$ cat src/rtl/sb_pkg.sv
// Package: shared types for the store queue.
package sb_pkg;
    // Result of a load lookup against the pending stores
    typedef enum logic [1:0] {
        LD_NONE  = 2'd0,
        LD_MISS  = 2'd1,
        LD_HIT   = 2'd2,
        LD_STALL = 2'd3
    } ld_kind_t;
endpackage

$ cat src/rtl/sb_ring_ctrl.sv
// Ring pointer and occupancy control for the store queue.
// Assumes DEPTH is a power of two of at least 2, so pointers wrap naturally.
// Caller guarantees push only when not full and pop only when not empty.
module sb_ring_ctrl #(
    parameter int DEPTH = 4,
    localparam int PW = $clog2(DEPTH),
    localparam int CW = $clog2(DEPTH + 1)
) (
    input  logic          clk,
    input  logic          rst_n,
    input  logic          push,
    input  logic          pop,
    output logic [PW-1:0] head,
    output logic [PW-1:0] tail,
    output logic [CW-1:0] count,
    output logic          full,
    output logic          empty
);
    // Advance the pointers and the occupancy counter
    always_ff @(posedge clk) begin
        if (!rst_n) begin
            head  <= '0;
            tail  <= '0;
            count <= '0;
        end else begin
            if (pop)  head <= head + PW'(1);
            if (push) tail <= tail + PW'(1);
            count <= count + CW'(push) - CW'(pop);
        end
    end

    assign full  = (count == CW'(DEPTH));
    assign empty = (count == '0);
endmodule

$ cat src/rtl/sb_slot.sv
// One store-queue entry: live flag, word address, data and byte enables.
// A set in the same cycle as a clear wins; the caller never sets a live slot.
module sb_slot #(
    parameter int AW = 16,
    parameter int DW = 32,
    localparam int BW = DW / 8
) (
    input  logic          clk,
    input  logic          rst_n,
    input  logic          set,
    input  logic          clr,
    input  logic [AW-1:0] d_addr,
    input  logic [DW-1:0] d_data,
    input  logic [BW-1:0] d_be,
    output logic          q_vld,
    output logic [AW-1:0] q_addr,
    output logic [DW-1:0] q_data,
    output logic [BW-1:0] q_be
);
    // Capture a new store or drop the entry
    always_ff @(posedge clk) begin
        if (!rst_n) begin
            q_vld  <= 1'b0;
            q_addr <= '0;
            q_data <= '0;
            q_be   <= '0;
        end else if (set) begin
            q_vld  <= 1'b1;
            q_addr <= d_addr;
            q_data <= d_data;
            q_be   <= d_be;
        end else if (clr) begin
            q_vld  <= 1'b0;
        end
    end
endmodule

$ cat src/rtl/sb_fwd_select.sv
// Load lookup: compares the full load address with every live entry, walks
// the ring from head (oldest) to youngest so the last match wins, then
// classifies the load as hit, partial-overlap stall or miss.
// Assumes DEPTH is a power of two so head+k wraps in PW bits.
module sb_fwd_select
    import sb_pkg::*;
#(
    parameter int DEPTH = 4,
    parameter int AW = 16,
    parameter int DW = 32,
    localparam int BW = DW / 8,
    localparam int PW = $clog2(DEPTH)
) (
    input  logic [PW-1:0]            head,
    input  logic [DEPTH-1:0]         e_vld,
    input  logic [DEPTH-1:0][AW-1:0] e_addr,
    input  logic [DEPTH-1:0][DW-1:0] e_data,
    input  logic [DEPTH-1:0][BW-1:0] e_be,
    input  logic                     ld_valid,
    input  logic [AW-1:0]            ld_addr,
    input  logic [BW-1:0]            ld_be,
    output ld_kind_t                 kind,
    output logic [DW-1:0]            fwd_data
);
    logic [DEPTH-1:0] match;
    logic             found;
    logic [PW-1:0]    sel;
    logic [PW-1:0]    idx;
    logic [BW-1:0]    missing;

    // Full-address comparators, one per slot
    for (genvar i = 0; i < DEPTH; i++) begin : g_cmp
        assign match[i] = e_vld[i] && (e_addr[i] == ld_addr);
    end

    // Age-ordered scan: the youngest matching slot is the last one seen
    always_comb begin
        found = 1'b0;
        sel   = '0;
        idx   = '0;
        for (int k = 0; k < DEPTH; k++) begin
            idx = head + PW'(k);
            if (match[idx]) begin
                found = 1'b1;
                sel   = idx;
            end
        end
    end

    // Classify the load and steer forwarded data
    always_comb begin
        missing  = ld_be & ~e_be[sel];
        fwd_data = '0;
        if (!ld_valid) begin
            kind = LD_NONE;
        end else if (!found) begin
            kind = LD_MISS;
        end else if (|missing) begin
            kind = LD_STALL;
        end else begin
            kind     = LD_HIT;
            fwd_data = e_data[sel];
        end
    end
endmodule

$ cat src/rtl/store_fwd_buf.sv
// Store queue with load forwarding. Retired stores enter at the tail, drain
// oldest-first to memory through a valid/ready handshake, and serve younger
// loads by full-address match with youngest-entry priority. A kill port
// cancels one slot; a cancelled head is freed without a memory write.
// Assumes DEPTH is a power of two, at least 2.
module store_fwd_buf
    import sb_pkg::*;
#(
    parameter int DEPTH = 4,
    parameter int AW = 16,
    parameter int DW = 32,
    localparam int BW = DW / 8,
    localparam int PW = $clog2(DEPTH),
    localparam int CW = $clog2(DEPTH + 1)
) (
    input  logic          clk,
    input  logic          rst_n,
    input  logic          st_valid,
    output logic          st_ready,
    input  logic [AW-1:0] st_addr,
    input  logic [DW-1:0] st_data,
    input  logic [BW-1:0] st_be,
    output logic [PW-1:0] st_tag,
    input  logic          inv_valid,
    input  logic [PW-1:0] inv_tag,
    input  logic          ld_valid,
    input  logic [AW-1:0] ld_addr,
    input  logic [BW-1:0] ld_be,
    output logic          ld_hit,
    output logic          ld_stall,
    output logic [DW-1:0] ld_data,
    output logic          mrd_valid,
    output logic [AW-1:0] mrd_addr,
    output logic [BW-1:0] mrd_be,
    output logic          mw_valid,
    input  logic          mw_ready,
    output logic [AW-1:0] mw_addr,
    output logic [DW-1:0] mw_data,
    output logic [BW-1:0] mw_be
);
    logic [PW-1:0]            head_ptr;
    logic [PW-1:0]            tail_ptr;
    logic [CW-1:0]            occ_cnt;
    logic                     q_full;
    logic                     q_empty;
    logic                     push_acc;
    logic                     pop_en;
    logic                     head_live;
    logic                     kill_head;
    logic [DEPTH-1:0]         set_vec;
    logic [DEPTH-1:0]         clr_vec;
    logic [DEPTH-1:0]         slot_vld;
    logic [DEPTH-1:0][AW-1:0] slot_addr;
    logic [DEPTH-1:0][DW-1:0] slot_data;
    logic [DEPTH-1:0][BW-1:0] slot_be;
    ld_kind_t                 ld_kind;

    // Accept side
    assign st_ready = !q_full;
    assign st_tag   = tail_ptr;
    assign push_acc = st_valid && st_ready;

    // Drain side: offer the head only if it is still live and not being killed
    assign head_live = slot_vld[head_ptr];
    assign kill_head = inv_valid && (inv_tag == head_ptr);
    assign mw_valid  = !q_empty && head_live && !kill_head;
    assign mw_addr   = slot_addr[head_ptr];
    assign mw_data   = slot_data[head_ptr];
    assign mw_be     = slot_be[head_ptr];
    assign pop_en    = !q_empty && (!head_live || (mw_valid && mw_ready));

    sb_ring_ctrl #(.DEPTH(DEPTH)) u_ring (
        .clk   (clk),
        .rst_n (rst_n),
        .push  (push_acc),
        .pop   (pop_en),
        .head  (head_ptr),
        .tail  (tail_ptr),
        .count (occ_cnt),
        .full  (q_full),
        .empty (q_empty)
    );

    // Entry storage, one slot per ring position
    for (genvar i = 0; i < DEPTH; i++) begin : g_slot
        assign set_vec[i] = push_acc && (tail_ptr == PW'(i));
        assign clr_vec[i] = (pop_en && (head_ptr == PW'(i)))
                          || (inv_valid && (inv_tag == PW'(i)));
        sb_slot #(.AW(AW), .DW(DW)) u_slot (
            .clk    (clk),
            .rst_n  (rst_n),
            .set    (set_vec[i]),
            .clr    (clr_vec[i]),
            .d_addr (st_addr),
            .d_data (st_data),
            .d_be   (st_be),
            .q_vld  (slot_vld[i]),
            .q_addr (slot_addr[i]),
            .q_data (slot_data[i]),
            .q_be   (slot_be[i])
        );
    end

    sb_fwd_select #(.DEPTH(DEPTH), .AW(AW), .DW(DW)) u_fwd (
        .head     (head_ptr),
        .e_vld    (slot_vld),
        .e_addr   (slot_addr),
        .e_data   (slot_data),
        .e_be     (slot_be),
        .ld_valid (ld_valid),
        .ld_addr  (ld_addr),
        .ld_be    (ld_be),
        .kind     (ld_kind),
        .fwd_data (ld_data)
    );

    // Load result decode and miss pass-through
    assign ld_hit    = (ld_kind == LD_HIT);
    assign ld_stall  = (ld_kind == LD_STALL);
    assign mrd_valid = (ld_kind == LD_MISS);
    assign mrd_addr  = ld_addr;
    assign mrd_be    = ld_be;
endmodule

$ cat config.mk
export PLATFORM = sky130hd
export DESIGN_NAME = store_fwd_buf
export DESIGN_NICKNAME = d
export VERILOG_FILES = /design/src/rtl/sb_pkg.sv /design/src/rtl/sb_ring_ctrl.sv /design/src/rtl/sb_slot.sv /design/src/rtl/sb_fwd_select.sv /design/src/rtl/store_fwd_buf.sv
export SDC_FILE = /design/constraint.sdc
export NUM_CORES = 1
export LEC_CHECK = 0
export ABC_AREA = 1
export BUFFER_PORTS_ARGS = -buffer_cell sky130_fd_sc_hd__buf_4
export CAP_MARGIN = 10
export CORE_MARGIN = 1
export CORE_UTILIZATION = 33
export DETAILED_ROUTE_END_ITERATION = 8
export MAX_ROUTING_LAYER = met4
export SYNTH_ARGS = -nofsm -noshare
export SYNTH_HDL_FRONTEND = slang
export SYNTH_HIERARCHICAL = 1
export SYNTH_SLANG_ARGS = --single-unit
$ cat constraint.sdc
create_clock -name clk -period 2.7 [get_ports clk]
set_clock_uncertainty 0.05 [all_clocks]
set_input_delay 0 -clock clk [delete_from_list [all_inputs] [get_ports clk]]
set_output_delay 0 -clock clk [all_outputs]
set_load 0.05 [all_outputs]
# Word-level counts from Yosys, hierarchy flattened
# Cells that the tools add are included.
[word_totals]
regBits = 219
latchBits = 0
mem_bits_rw = 0
rom_bits = 0
mem_count = 0
[op_classes]
add_sub_neg = 6
multipliers = 0
div_mod_pow = 0
magnitude_cmp = 5
n_eq_ne = 18
shifts = 0
muxes = 42
bitwise = 2
n_reduce_logical = 40
[op_table]
columns = ["operator", "n"]
rows = [
  ["32-bit 2-to-1 mux", 5],
  ["32-bit binary-select mux with 2-bit select", 2],
  ["16-bit equality test", 4],
  ["16-bit binary-select mux with 2-bit select", 1],
  ["1-bit logical AND", 22],
  ["1-bit 2-to-1 mux", 18],
  ["4-bit binary-select mux with 2-bit select", 2],
  ["2-bit equality test (second input constant)", 8],
  ["16-bit 2-to-1 mux", 1],
  ["2-bit by 3-bit < comparator with 1-bit output (second input constant)", 5],
  ["2-bit 2-to-1 mux", 6],
  ["1-bit binary-select mux with 2-bit select", 5],
  ["2-bit by 1-bit equality test with 1-bit output (second input constant)", 4],
  ["4-bit 2-to-1 mux", 2],
  ["2-bit nonzero test", 4],
  ["2-bit logical NOT", 3],
  ["1-bit logical OR", 5],
  ["2-bit by 1-bit adder with 2-bit output (second input constant)", 2],
  ["2-bit adder (second input constant)", 2],
  ["4-bit AND", 1],
  ["1-bit logical NOT", 4],
  ["4-bit NOT", 1],
  ["4-bit OR reduction", 1],
  ["3-bit by 1-bit adder with 3-bit output", 1],
  ["other kinds (4)", 4],
]

# Longest topological paths before layout
# Gate-level depths: netlist of the first run.
[logic_depth]
ltp_word = 17
mapped_depth = 23

# By module
# Netlist of the first run, hierarchy kept.
[modules_own_cells]
columns = ["mod", "instances", "cells_each", "area_per_inst_um2", "seq_area_each_um2"]
rows = [
  ["sb_slot", 4, 230, 2075.7, 1061.0],
  ["sb_fwd_select", 1, 767, 3759.9, 0.0],
  ["store_fwd_buf", 1, 270, 1582.8, 0.0],
  ["sb_ring_ctrl", 1, 39, 310.3, 140.1],
]

# Worst setup path after synthesis of the first run
# No wires, ideal clock.
[synth_timing]
kind = "register to output"
start = "register u_ring.head[0]"
end = "output ld_data[31]"
arrival_time_ps = 3220
required_time_ps = 2650
path_slack_ps = -570
path_stages_with_launch = 18
path_buffers = 3
path_cell_list = "dfxtp_1 > buf_2 > clkinv_1 > nand2_1 > nand3_1 > nand2_1 > inv_2 > nand2_4 > nand2_2 > nand2_4 > nand2_4 > buf_8 > buf_6 > nand2_1 > o211ai_1 > nand2_1 > nand2_1 > nor3_1"
[synth_between]
elab_chain_cells = 14
word_cells_on_any_way = 29
[synth_lines]
columns = ["element", "line_no", "rtl"]
rows = [
  ["from (decl)", "sb_ring_ctrl.sv:13", "output logic [PW-1:0] head,"],
  ["from (signal assigned)", "sb_ring_ctrl.sv:26", "if (pop) head <= head + PW'(1);"],
  ["2-bit by 1-bit adder with 2-bit output or 1-bit binary-select mux with 2-bit select (tied branches)", "sb_fwd_select.sv:42, sb_fwd_select.sv:43", ""],
  ["1-bit binary-select mux with 2-bit select or 1-bit 2-to-1 mux (tied branches)", "sb_fwd_select.sv:43", "if (match[idx]) begin"],
  ["1-bit 2-to-1 mux (not written as such) or 2-bit 2-to-1 mux (tied branches)", "sb_fwd_select.sv:43", ""],
  ["2-bit 2-to-1 mux (3 in series)", "sb_fwd_select.sv:43", ""],
  ["4-bit binary-select mux with 2-bit select", "sb_fwd_select.sv:52", "missing = ld_be & ~e_be[sel];"],
  ["4-bit 2-to-1 mux (not written as such)", "sb_fwd_select.sv:52", ""],
  ["4-bit NOT", "sb_fwd_select.sv:52", ""],
  ["4-bit AND", "sb_fwd_select.sv:52", ""],
  ["4-bit OR reduction", "sb_fwd_select.sv:58", "end else if (|missing) begin"],
  ["32-bit 2-to-1 mux", "sb_fwd_select.sv:58", ""],
  ["32-bit 2-to-1 mux *", "sb_fwd_select.sv:56", "end else if (!found) begin"],
  ["32-bit 2-to-1 mux *", "sb_fwd_select.sv:54", "if (!ld_valid) begin"],
  ["to (decl)", "store_fwd_buf.sv:31", "output logic [DW-1:0] ld_data,"],
]
# Every way passes the cells marked *; elsewhere a longest branch is shown, timed or not. The select of a mux whose other input is x is not followed.

# Worst setup path after layout of the first run
[layout_timing]
start = "register g_slot[1].u_slot.q_addr[10]"
end = "output ld_data[30]"
[layout_between]
elab_chain_cells = 16
word_cells_on_any_way = 28
[layout_lines]
columns = ["element", "line_no", "rtl"]
rows = [
  ["from (decl)", "sb_slot.sv:16", "output logic [AW-1:0] q_addr,"],
  ["from (signal assigned)", "sb_slot.sv:29", "q_addr <= d_addr;"],
  ["16-bit equality test *", "sb_fwd_select.sv:33", "assign match[i] = e_vld[i] && (e_addr[i] == ld_addr);"],
  ["1-bit logical AND *", "sb_fwd_select.sv:33", ""],
  ["1-bit binary-select mux with 2-bit select", "sb_fwd_select.sv:43", ""],
  ["1-bit 2-to-1 mux (not written as such)", "sb_fwd_select.sv:43", ""],
  ["2-bit 2-to-1 mux (4 in series)", "sb_fwd_select.sv:43", ""],
  ["4-bit binary-select mux with 2-bit select", "sb_fwd_select.sv:52", ""],
  ["4-bit 2-to-1 mux (not written as such)", "sb_fwd_select.sv:52", ""],
  ["4-bit NOT", "sb_fwd_select.sv:52", ""],
  ["4-bit AND", "sb_fwd_select.sv:52", ""],
  ["4-bit OR reduction", "sb_fwd_select.sv:58", ""],
  ["32-bit 2-to-1 mux", "sb_fwd_select.sv:58", ""],
  ["32-bit 2-to-1 mux *", "sb_fwd_select.sv:56", ""],
  ["32-bit 2-to-1 mux *", "sb_fwd_select.sv:54", ""],
]
# Marked as above.

==> impl_metrics.py, run 1 <==
metrics = {
    "die": {
        "rows": 74,
        "ios": 191,
        "die_w_um": 207.6,
        "core_um2": 41290,
        "start_util": 0.3380,
        "die_h_um": 207.6,
        "die_area_um2": 43120,
    },
    "global_routing": {
        "grtUsageTotal": 0.2449,
        "antenna_found_initial": 0,
        "grt_max_degree": 99,
        "grt-ovfl-total": 0,
        "grt_pass1_wl_um": 81740,
        "grt_pass1_vias": 14410,
    },
    "routing": {
        "totalWireLength_um": 54650,
        "drt-initial-drc-count": 1174,
        "vias": 15260,
        "viasPerCell": 5.164,
        "drc": 0,
        "first_pass_iters": 6,
        "wl_per_cell_um": 18.50,
        "drtAntennaViolNets": 0,
    },
    "synthesis": {
        "ys_seq_area_frac": 0.3141,
        "async_flop_share": 0,
        "synthAdderAreaFrac": 0.003228,
        "netlist.area_leader.share": 0.3141,
        "synth_area_um2": 13960,
        "synth_area_leader_cell": "dfxtp_1",
        "synthXorXnorAreaFrac": 0.008069,
        "synth-seq-cells": 219,
        "netlist_instances": 1996,
        "yosys-top-cells-count": "nand2_1 (408), nor2_1 (279), dfxtp_1 (219), nor2_2 (196), inv_1 (161)",
        "synth_top_family_by_area": "simple AND/OR/NAND/NOR gates",
        "muxShareOfSynthArea": 0,
        "dominantRegCellSynth": "dfxtp_1",
        "yosys.area_share.simple": 0.3525,
        "synth_compound_area_frac": 0.1723,
        "yosysMostFrequentCell": "nand2_1",
        "synth.area.top_cells": "dfxtp_1 (31%), nand2_1 (11%), nor2_2 (8.8%)",
        "synthDistinctLibCells": 47,
        "syn-mean-instance-area_um2": 6.992,
        "synth_nets": 2079,
        "synth_warnings": 6,
        "synth_edf_count": 0,
    },
    "timing": {
        "setup_viol": 35,
        "setup_slack_ns": -0.7013,
        "grt_setup_unrepaired": "yes",
        "tightestPinTransition_ns": 0.6458,
        "fin_crit_ns": 3.401,
        "fmax_mhz": 294.0,
        "relSlewSlack": 0.5695,
        "report.final.hold_viol_count": 0,
        "finalCritPeriodShare": 1.260,
        "drv_slew": 0,
    },
    "power_and_ir_drop": {
        "power_switching_mw": 10.13,
        "seq_power_share": 0.192,
        "vdd_drop_max_mv": 0.6310,
        "swShare": 0.4872,
        "combPwrFrac": 0.638,
        "p_leak_nw": 8.910,
        "internal_power_mw": 10.67,
        "power_frac_clock": 0.170,
        "power_density_nw_per_um2": 1063,
    },
    "layout": {
        "fin_cells": 2954,
        "nFillCells": 4059,
        "fin_area_um2": 19560,
        "syn_to_final_growth_pct": 40.13,
        "antenna_cells": 0,
        "nNetsFinal": 2488,
        "drive_above_1_share": 0.3832,
    },
    "critical_path": {
        "crit_type": "flip-flop to output port",
        "reg2reg_slack_ns": 0.19,
        "cp_cell_sequence": "inv_2 -> nand2_2 -> nand2_1 -> nor2_1 -> nand2_1 -> nor2_2 -> nand3_4 -> nand2_2 -> nand3_2 -> buf_4 -> nand3_1 -> nand3_1 -> nand2_2 -> buf_8 -> nand3_1 -> nand3_2 -> nand3_4 -> buf_12 -> buf_12 -> nor3_4 -> buf_6",
        "ff2ff_path_depth": 11,
        "cp_top_family": "simple AND/OR/NAND/NOR gates",
        "critPathCaptureType": "output port",
        "required_ns": 2.65,
        "crit_path_end": "ld_data[30]",
        "critical_path_buf_inv_count": 6,
        "crit_path_top_delay_cell": "dfxtp_2",
        "startpoint": "g_slot[1].u_slot/q_addr[10]",
        "rr_startpoint": "u_ring/count[1]",
        "arrival_ns": 3.35,
        "path_depth": 21,
        "crit_path_start_kind": "flip-flop",
        "r2r-end": "g_slot[1].u_slot/q_addr[14]",
        "slowest_delay_ns": 0.36,
        "cp_max_fo": 6,
    },
    "place": {
        "io_buffers": 190,
        "gp_congestion": 0.9609,
        "dp_hpwl_um": 33900,
        "placedCellCount": 2795,
        "place_area_um2": 16920,
        "pre_cts_ws_ns": -0.2823,
    },
    "cts": {
        "clock_latency_ns": 0.58,
        "cts.path.max_buffers": 3,
        "htree_num_levels": 1,
        "cts_tree": "built",
        "cts_num_sinks": 219,
        "clk_pin_slew_ns": 0.06,
        "clockRootBuffer": "clkbuf_16",
        "cts_made_buffers": 27,
    },
    "worst_hold_path": {
        "hold_class": "input pin to flip-flop",
    },
    "run_status": {
        "status": "complete, but fails checks",
        "violations": "setup timing",
    },
    "run": {
        "maxCapViolations": 0,
    },
}
-- worst min-delay path by stage --
stage               cells past startpoint  slack [ns]                          end        start
global placement                        3        0.21  g_slot[2].u_slot/q_addr[13]  st_addr[13]
detailed placement                      3        0.22  g_slot[3].u_slot/q_addr[13]  st_addr[13]
global route                            4        0.18  g_slot[0].u_slot/q_addr[14]  st_addr[14]
CTS                                     4        0.17   g_slot[0].u_slot/q_addr[4]   st_addr[4]
floorplan                               2        0.04              u_ring/count[1]        rst_n
finish                                  4        0.19   g_slot[0].u_slot/q_addr[4]   st_addr[4]
-- final cells by class --
cell class | instances | area (µm²) | area share
multi-input combinational | 1456 | 8207 | 0.4196
timing repair buffer | 518 | 4673 | 0.2390
sequential | 219 | 4429 | 0.2265
clock buffer | 41 | 798.3 | 0.04082
inverter | 183 | 740.7 | 0.03788
tap | 532 | 665.6 | 0.03404
clock inverter | 5 | 42.54 | 0.002175
-- layout by cell type, fill, tap and decap left out, types with 3 or more instances in the layout --
cell and count:
a22oi_1 89, nand2_1 348, dfxtp_2 36, nand3_1 47
nand2_4 8, inv_1 150, nor3_1 5, buf_6 45
nand4_1 19, a21oi_1 6, or2_1 3, inv_2 27
o2111ai_1 4, clkbuf_1 7, o211ai_1 64, dfxtp_1 183
nor3_4 33, inv_12 4, clkbuf_16 30, nand3_2 15
nor2_1 258, o21ai_1 66, nor2_4 7, buf_4 373
xnor2_1 10, nand2_2 62, a21oi_2 5, nand3b_1 7
nor3_2 3, buf_12 27, nor2_2 211, nand3_4 7
clkbuf_8 7, clkinv_2 4, o21ai_0 153, buf_8 3
dlygate4sd3_1 65
-- through the flow --
| step | power, mW | util | setup TNS, ns | hold slack [ns] |
|---|---|---|---|---|
| after global placement | 15.43 | 0.4096 | -6.055 | 0.2137 |
| final | 20.80 | 0.4736 | -22.91 | 0.1941 |
| after global routing | 21.91 | 0.4736 | -27.97 | 0.1837 |
| after detailed placement | 15.61 | 0.4096 | -7.146 | 0.2176 |
| after floorplan | 11.61 | - | -0.03928 | 0.04345 |
| after CTS | 20.11 | 0.4626 | -21.66 | 0.1668 |
-- metal layers --
layer,global-route usage,part of all wire,vias up
met3,0.03056,0.066,115
met1,0.3147,0.43,7234
met5,-,0,-
li1,-,-,7291
met4,0.07842,0.033,0
met2,0.3982,0.47,615
-- sequential cells by signal (all words and copies together) (netlist names) --
name	count
g_slot.u_slot/q_addr	64
g_slot.u_slot/q_be	16
g_slot.u_slot/q_data	128
g_slot.u_slot/q_vld	4
u_ring/count	3
u_ring/head	2
u_ring/tail	2
-- tightest hold or removal path, cell delays in order --
cell	delay [ns]
dlygate4sd3_1	0.52
buf_4	0.14
nor2_2	0.04
nor2_1	0.08
-- what timing repair did --
action / in CTS / in global routing
hold endpoints to repair: 216 / 0
gates resized for setup: 134 / 97
hold buffers: 65 / 0
gates cloned: 4 / 4
pin swaps: 57 / 69
setup buffers: 28 / 12
endpoints found under the setup margin: 49 / 38
-- logic make-up (layout without fill, tap and decap cells) --
kind of cell	after synthesis	in the layout
AND/OR/NAND/NOR	1045	1047
AO/OA/AOI/OAI	394	394
buffers and inverters	323	747
flip-flops	219	219
XOR/XNOR	12	12
adder cells (fa/ha/maj)	3	3
-- power groups by stage --
stage	Combinational [mW]	Sequential (mW)	Clock, mW
global placement	11.4	4.02	0
CTS	12.5	3.98	3.62
global route	14.1	4.05	3.75
finish	13.3	4.00	3.54
floorplan	7.63	3.98	0
detailed placement	11.6	4.04	0
(Power assumes the default switching activity.)
==> run 2: changes to the inputs <==
Settings changed: SETUP_SLACK_MARGIN from default to 0.2.
==> run 2 against run 1 <==
The run still ends with setup timing left. Sequential share of layout area is 1.1 points higher. First-iteration DRC count is 8.3% lower. Fmax is 0.55% higher. Clock-buffer cell count stayed put. Global-route usage is 0.59 points lower. Critical path depth is 5 lower. Non-clock buffer count is 82 lower. Flip-flop and latch count stayed put. Sequential power hardly changed. Clock power hardly changed. Via count is 3.3% lower.
==> impl_metrics.py, run 2 (synthesis results as in run 1) <==
metrics = {
    "global_routing": {
        "grt_pass1_wl_um": 79630,
        "grt_pass1_vias": 14150,
        "grt-ovfl-total": 0,
        "grt_max_degree": 220,
        "grtUsageTotal": 0.2390,
        "antenna_found_initial": 0,
    },
    "critical_path": {
        "arrival_ns": 3.33,
        "slowest_delay_ns": 0.34,
        "required_ns": 2.65,
        "crit_path_top_delay_cell": "dfxtp_2",
        "startpoint": "g_slot[3].u_slot/q_addr[4]",
        "cp_top_family": "simple AND/OR/NAND/NOR gates",
        "rr_startpoint": "u_ring/head[1]",
        "cp_cell_sequence": "xnor2_2 -> buf_4 -> nand3_1 -> nor2_2 -> nand3_2 -> nand2_2 -> nand2_2 -> a21oi_4 -> nand3_4 -> nand2_4 -> buf_16 -> o211ai_1 -> nand2_1 -> nand2_1 -> nor3_4 -> buf_4",
        "crit_path_start_kind": "flip-flop",
        "critPathCaptureType": "output port",
        "crit_type": "flip-flop to output port",
        "cp_max_fo": 58,
        "critical_path_buf_inv_count": 3,
    },
    "timing": {
        "grt_setup_unrepaired": "yes",
        "report.final.hold_viol_count": 0,
        "whs_ns": 0.05473,
        "fin_crit_ns": 3.383,
        "tightestPinTransition_ns": 0.9132,
        "setup_slack_ns": -0.6829,
        "setup_viol": 35,
        "finalCritPeriodShare": 1.253,
        "fmax_mhz": 295.6,
        "fin_tns_setup_ns": -22.77,
        "relSlewSlack": 0.3912,
        "drv_slew": 0,
    },
    "cts": {
        "cts_made_buffers": 27,
        "clockRootBuffer": "clkbuf_16",
        "cts_tree": "built",
        "cts.path.max_buffers": 3,
        "clk_pin_slew_ns": 0.06,
        "htree_num_levels": 1,
        "cts_num_sinks": 219,
        "clock_latency_ns": 0.56,
    },
    "die": {
        "core_um2": 41290,
        "die_area_um2": 43120,
        "die_w_um": 207.6,
        "ios": 191,
        "start_util": 0.3380,
        "die_h_um": 207.6,
        "rows": 74,
    },
    "layout": {
        "antenna_cells": 0,
        "nNetsFinal": 2405,
        "syn_to_final_growth_pct": 33.76,
        "fin_cells": 2872,
        "top_register": "g_slot.u_slot/q_data",
        "top_regs": "g_slot.u_slot/q_data: 128 flops, g_slot.u_slot/q_addr: 64 flops, g_slot.u_slot/q_be: 16 flops",
        "drive_above_1_share": 0.3513,
        "largest_reg_flops": 128,
        "layout_common_cells": "nand2_1 (370), buf_4 (313), nor2_1 (262)",
        "final_common_cell": "nand2_1",
    },
    "routing": {
        "drtAntennaViolNets": 0,
        "vias": 14750,
        "totalWireLength_um": 51710,
        "viasPerCell": 5.135,
        "drc": 0,
        "drt-initial-drc-count": 1077,
        "wl_per_cell_um": 18.01,
        "first_pass_iters": 6,
    },
    "run_status": {
        "status": "complete, but fails checks",
        "violations": "setup timing",
    },
    "power_and_ir_drop": {
        "power_density_nw_per_um2": 1020,
        "vdd_drop_max_mv": 1.147,
        "p_leak_nw": 8.466,
    },
    "run": {
        "maxCapViolations": 0,
    },
    "place": {
        "io_buffers": 190,
        "pre_cts_ws_ns": -0.3413,
        "gp_congestion": 0.9781,
        "placedCellCount": 2745,
        "dp_hpwl_um": 31700,
    },
    "worst_hold_path": {
        "min_from": "rst_n",
        "hold_class": "input pin to flip-flop",
    },
}
==> run 2: cell types whose count changed in the layout (fill, tap and decap cells not counted), moves of 4 or more <==
cell	previous run	this run
buf_12	27	15
buf_4	373	313
buf_6	45	41
inv_1	150	158
inv_2	27	18
nand2_1	348	370
nand2_2	62	43
nor2_1	258	262
nor2_4	7	3
xnor2_1	10	4
xnor2_2	2	8
==> run 2: repair_timing <==
action / 4_1_cts / 5_1_grt
hold buffers: 62 / 0
setup endpoints to repair: 87 / 56
hold endpoints to repair: 216 / 0
setup buffers: 9 / 7
gates cloned: 0 / 2
gates resized for setup: 120 / 61
pin swaps: 46 / 28
==> run 2: through the flow <==
stage	power [mW]	cell area [µm²]	utilization
finish	19.05	18670	0.4520
global route	20.18	18670	0.4520
CTS	18.62	18370	0.4449
detailed placement	14.64	16440	0.3980
global placement	14.53	16440	0.3980
floorplan	11.88	14290	-
==> run 2: metal layers <==
layer / part of all wire / track usage / vias up / wire (µm)
met5: 0 / - / - / 0
met2: 0.47 / 0.3957 / 571 / 24440
met1: 0.43 / 0.2986 / 6942 / 22340
li1: - / - / 7131 / -
met3: 0.063 / 0.03026 / 104 / 3232
met4: 0.033 / 0.08404 / 0 / 1700
==> run 2: path summary, 6_finish.rpt <==
kind	cells past startpoint	endpoint	slack, ns
setup / recovery	16	ld_data[30]	-0.68
hold / removal	4	g_slot[3].u_slot/q_addr[1]	0.05
setup reg to reg	14	u_ring/count[2]	0.38
hold reg to reg	2	g_slot[1].u_slot/q_be[3]	0.46
==> run 2: cell type report <==
cell class | instances | area (µm²)
Inverter | 183 | 745.7
Clock buffer | 41 | 778.2
Sequential cell | 219 | 4436
Timing Repair Buffer | 436 | 3842
Clock inverter | 6 | 70.07
Tap cell | 532 | 665.6
Multi-Input combinational cell | 1455 | 8129
Fill cell | 4125 | 22630
==> run 2: report_power, final <==
part	switching, mW	internal [mW]	total [mW]
clock network	1.47	2.07	3.55
registers	0.352	3.66	4.01
logic	7.78	3.71	11.5
==> run 2: worst reg2reg max path, stage by stage, from the launching register on <==
cell	delay, ns
dfxtp_1	0.42
buf_12	0.19
inv_1	0.05
nand2_1	0.05
nand2_1	0.04
inv_1	0.04
nand2_1	0.06
nand2_1	0.11
a21oi_2	0.07
ha_1	0.29
inv_1	0.04
ha_1	0.19
fa_1	0.41
a21oi_1	0.15
nor2_1	0.06
